File: src/rtl/pairbank_regfile.sv
module pairbank_regfile #(
  parameter int WIDTH     = 8,
  parameter int BANK_REGS = 4,
  localparam int IDX_W    = $clog2(BANK_REGS)
) (
  input  logic             clk,
  input  logic             rst_n,
  input  logic [IDX_W-1:0] lo_rd_idx,
  input  logic [IDX_W-1:0] lo_wr_idx,
  input  logic [IDX_W-1:0] hi_rd_idx,
  input  logic [IDX_W-1:0] hi_wr_idx,
  input  logic             lo_drv,
  input  logic             hi_drv,
  input  logic             lo_load,
  input  logic             hi_load,
  input  logic [WIDTH-1:0] bus_in,
  output logic [WIDTH-1:0] bus_out,
  output logic             bus_oe
);
  localparam int NBANK = 2;

  logic [NBANK-1:0][BANK_REGS-1:0][WIDTH-1:0] bank_q;
  logic [NBANK-1:0][IDX_W-1:0]                rd_idx, wr_idx;
  logic [NBANK-1:0]                           load_v;
  logic [NBANK-1:0][WIDTH-1:0]                rd_val;

  assign rd_idx = {hi_rd_idx, lo_rd_idx};
  assign wr_idx = {hi_wr_idx, lo_wr_idx};
  assign load_v = {hi_load, lo_load};

  for (genvar b = 0; b < NBANK; b++) begin : g_bank
    always_ff @(posedge clk or negedge rst_n) begin
      if (!rst_n)         bank_q[b] <= '0;
      else if (load_v[b]) bank_q[b][wr_idx[b]] <= bus_in;
    end

    assign rd_val[b] = bank_q[b][rd_idx[b]];


    bank_write_chk: assert property (@(posedge clk) disable iff (!rst_n)
      load_v[b] |=> bank_q[b][$past(wr_idx[b])] == $past(bus_in));


    bank_hold_chk: assert property (@(posedge clk) disable iff (!rst_n)
      !load_v[b] |=> $stable(bank_q[b]));
  end

  assign bus_oe  = lo_drv | hi_drv;
  assign bus_out = lo_drv ? rd_val[0] : (hi_drv ? rd_val[1] : '0);


  idle_bus_chk: assert property (@(posedge clk) disable iff (!rst_n)
    (!lo_drv && !hi_drv) |-> (bus_out == '0 && !bus_oe));


  low_priority_chk: assert property (@(posedge clk) disable iff (!rst_n)
    (lo_drv && hi_drv) |-> (bus_out == bank_q[0][lo_rd_idx]));


  cross_bank_chk: assert property (@(posedge clk) disable iff (!rst_n)
    (lo_load && !hi_load) |=> $stable(bank_q[1]));
endmodule

File: config.mk
export PLATFORM = sky130hd
export DESIGN_NAME = pairbank_regfile
export DESIGN_NICKNAME = d
export VERILOG_FILES = /design/src/rtl/pairbank_regfile.sv
export SDC_FILE = /design/constraint.sdc
export NUM_CORES = 1
export LEC_CHECK = 0
export BUFFER_PORTS_ARGS = -buffer_cell sky130_fd_sc_hd__buf_4
export CORE_UTILIZATION = 62
export CTS_BUF_LIST = sky130_fd_sc_hd__clkbuf_4 sky130_fd_sc_hd__clkbuf_8 sky130_fd_sc_hd__clkbuf_16
export DETAILED_ROUTE_END_ITERATION = 12
export HOLD_SLACK_MARGIN = 0.08
export PLACE_DENSITY = 0.9
export SLEW_MARGIN = 0
export SYNTH_ARGS = -nofsm -noshare
export SYNTH_HDL_FRONTEND = slang
export SYNTH_SLANG_ARGS = --single-unit
export TNS_END_PERCENT = 30
File: constraint.sdc
create_clock -name clk -period 4.7 [get_ports clk]
set_clock_uncertainty 0.15 [all_clocks]
set_input_delay 1.175 -clock clk [delete_from_list [all_inputs] [get_ports clk]]
set_output_delay 1.175 -clock clk [all_outputs]
set_load 0.03 [all_outputs]
==> results by stage <==
Run status:
- The flow ran to the end, but the final reports show violations.
- The final reports fail on design-rule violations.

Setup path:
- The launching element type of the critical path is an input pin.
- The critical path goes through buf_4, or3b_1, o221ai_1, buf_4.
- The number of buffers and inverters on the critical path is 2.
- The longest individual stage delay on the worst path is 0.52 ns.
- The worst-case register-to-register setup slack is 3.76 ns.
- The data required time at the worst endpoint is 3.38 ns.
- The worst reg2reg path depth is 1.
- The startpoint identified for the worst register-to-register timing path is bank_q[45].
- The largest fanout of any net on the critical path is 11.
- The critical path start-end classification is in2out.
- The arrival time at the worst endpoint is 2.35 ns.
- The capturing element type of the critical path is an output port.
- The endpoint identified for the worst register-to-register timing path is bank_q[45].
- The critical path's most frequent cell is buf_4.
- The master of the slowest instance on the critical path is or3b_1.
- The cell family contributing the most delay on the critical path is simple AND/OR/NAND/NOR gates.

Global route:
- Global routing finished with a remaining overflow of 0.
- The total track usage is 26.4%.
- The pin count of the biggest net entering global routing is 65.
- The number of global-route vias before repair is 1924.
- The first global-routing pass estimated 9690 um of wire.
- The number of antenna violations at the first check in global routing is 0.

Layout:
- The net total in the final layout is 242.
- The register with the most flip-flops in the layout has 64 of them.
- The ratio of cells with drive above 1 in the final layout is 56.1%.
- The antenna diode count is 0.
- After routing the design area is 3360 sq um.
- The area overhead of the layout relative to synthesis is 14.9%.
- The largest register by flop count is bank_q.
- The largest registers in the layout are bank_q (64).
- The final instance count without filler cells is 275.

Clock network:
- After clock tree synthesis, the clock-pin slew on the worst setup and hold paths is 0.06 ns.
- The tree built by TritonCTS fans out to 64 sinks.
- Once the clock tree was built, the setup fixing pass inserted 0 buffers.
- In this run, post-CTS hold repair placed 0 buffers.
- The number of CTS-inserted buffers is 9.
- The clock tree synthesis step divided the H-tree into 3 levels.
- The clock reaches the later pin of the worst-skew pair after 0.33 ns.
- The tree is rooted in a clkbuf_8.
- In this run, post-CTS repair resized a total of 0 instances.
- The CTS tree is done.
- The clock passes through at most 2 buffers.

Power and ir drop:
- The analysis attributes to cell leakage a power of 1.49 nW.
- The power per unit of standard cell area is 424 nW/um^2.
- The worst-case IR drop observed on VDD is 0.240 mV.
- The total power of the final layout is 0.00143 W.

Hold path:
- The worst hold path terminates at bank_q[18].
- The hold path startpoint is bank_q[18].
- The worst hold path stage count is 1.
- In this run the worst hold path is classified as reg2reg.

Die:
- The width of the die is 70.7 um.
- The total number of placement rows is 24.
- The die covers 4990 sq um.
- 31 I/O pins were placed.
- The placeable core region is 4440 sq um.
- The initial utilization of the core area, before any placement, comes to 65.8%.
- From bottom edge to top edge, the die measures 70.7 um.

Detailed routing:
- In the routed layout, each cell is associated on average with a via count of 6.32.
- The total length of routed wires is 5800 um.
- For this run, the detailed router's first-pass iteration total came to 8.
- The number of remaining DRC errors is 5.
- Dividing the detail-routed wire length by the instance count gives 21.1 um.
- The residual antenna-violating net count after detailed routing is 0.
- The number of violations reported at the end of detailed-routing iteration 0 is 97.
- Detailed routing inserted a total of 1738 vias.

Synth:
- The share of the Yosys chip area taken by registers is 54.8%.
- The async set or reset register ratio after synthesis is 100%.
- For this run, the number of Yosys warnings is 0.
- The fraction of post-synthesis cell area in the top cell type by area is 54.8%.
- After synthesis, the mean cell area works out to 15.8 sq um.
- By area the synthesized netlist is led by dfrtp_1 55%, mux2_2 25%, mux4_2 6.2%.
- The number of enable flip-flop cells after synthesis is 0.
- The largest total area in the synthesized netlist belongs to dfrtp_1.
- The top flip-flop cell by instance count after synthesis is dfrtp_1.
- In the synthesized netlist, the number of instances is 185.
- In this run the cell area of the synthesized design comes to 2920 sq um.
- The register bit count reported by yosys is 64.
- Yosys mapped the design onto 17 distinct sky130hd cell types.
- When the netlist entered floorplanning its net count stood at 207.

Placement:
- The weighted congestion reported at the end of routability-driven placement is 0.765.
- Including well taps, the total number of placed cells is 261.
- Once placement finished, the instance area stood at 3180 sq um.
- The port buffer count is 30.
- Detailed placement ended at an HPWL of 4080 um.

Timing:
- The worst path needs 3.68 ns of the cycle, external delays included.
- Setup repair after global routing left no endpoint under its margin.
- At the pin with the least slew margin, the transition time is 0.781 ns.
- Setup violations remaining at the end of the flow were counted as 0.
- The top achievable clock speed is 272 MHz.
- The smallest hold slack is 0.352 ns.
- After routing, the total negative slack on setup checks comes to 0 ns.
- The headroom to the max-slew limit is 48.0%.
- The final critical path takes up 78.2% of the cycle.
- The final-report max-slew violation count is 0.
- The final number of hold-violating endpoints is 0.

Job:
- The number of violations of the max-capacitance limit is 0.
area by class of cell:
type                    instances  area (sq um)
repair buffers                 30           225
flip-flops and latches         64          1600
clock buffers                  14           180
fillers                       279          1090
well taps                      52          65.1
multi-input cells             115          1290
placed cells by master, fill, tap and decap left out:
master,count
mux2_2,64
dfrtp_1,64
buf_4,30
mux2i_1,16
clkbuf_8,12
mux4_2,8
nand2_1,8
o221ai_1,8
nand3b_2,4
nand3_2,2
nor3b_4,2
clkbuf_4,2
nand3b_1,1
or3b_1,1
or2_2,1
per-layer routing:
metal	vias up	global-route usage [%]	part of all wire, %
met2	46	46.1	51
met4	0	9.56	1.8
li1	767	-	-
met1	915	33.2	44
met3	10	5.27	3.3
met5	-	0	0
where the power goes:
| group | internal, W | switching (W) | leakage, nW | total [W] |
|---|---|---|---|---|
| Sequential | 0.000656 | 0.0000528 | 0.757 | 0.000709 |
| Combinational | 0.000159 | 0.000129 | 0.638 | 0.000288 |
| Clock | 0.000241 | 0.000188 | 0.0955 | 0.000429 |
| Total | 0.00106 | 0.000370 | 1.49 | 0.00143 |
through the flow:
stage	util [%]	setup slack [ns]
final	75.6	1.02
after floorplan	-	1.11
after global routing	75.6	0.988
after detailed placement	71.5	1.02
after global placement	71.5	1.08
after CTS	75.6	1.02
cell usage after synthesis (2+ instances only):
cell type  number
nand2_1         8
o221ai_1        8
mux4_2          8
dfrtp_1        64
nand3_2         2
mux2_2         64
nor3b_4         2
clkbuf_1        2
mux2i_1        16
nand3b_2        4
kinds of logic (layout without fill, tap and decap cells):
| kind of cell | after synthesis | after routing | synth area share (%) |
|---|---|---|---|
| multiplexers | 88 | 88 | 36.3 |
| flip-flops | 64 | 64 | 54.8 |
| AND/OR/NAND/NOR | 19 | 19 | 5.31 |
| AO/OA/AOI/OAI | 8 | 8 | 2.40 |
| buffers and inverters | 6 | 44 | 1.20 |
worst max path at each step:
stage | startpoint | cells past startpoint | end | slack [ns]
2_1_floorplan | hi_rd_idx[0] | 3 | bus_out[6] | 1.11
3_3_place_gp | lo_rd_idx[0] | 5 | bus_out[4] | 1.08
3_5_place_dp | lo_rd_idx[0] | 5 | bus_out[2] | 1.02
4_1_cts | lo_rd_idx[0] | 5 | bus_out[2] | 1.02
5_1_grt | lo_rd_idx[0] | 5 | bus_out[3] | 0.99
6_report | lo_drv | 4 | bus_out[3] | 1.02
Note: power is estimated with default switching activity, not from simulation.
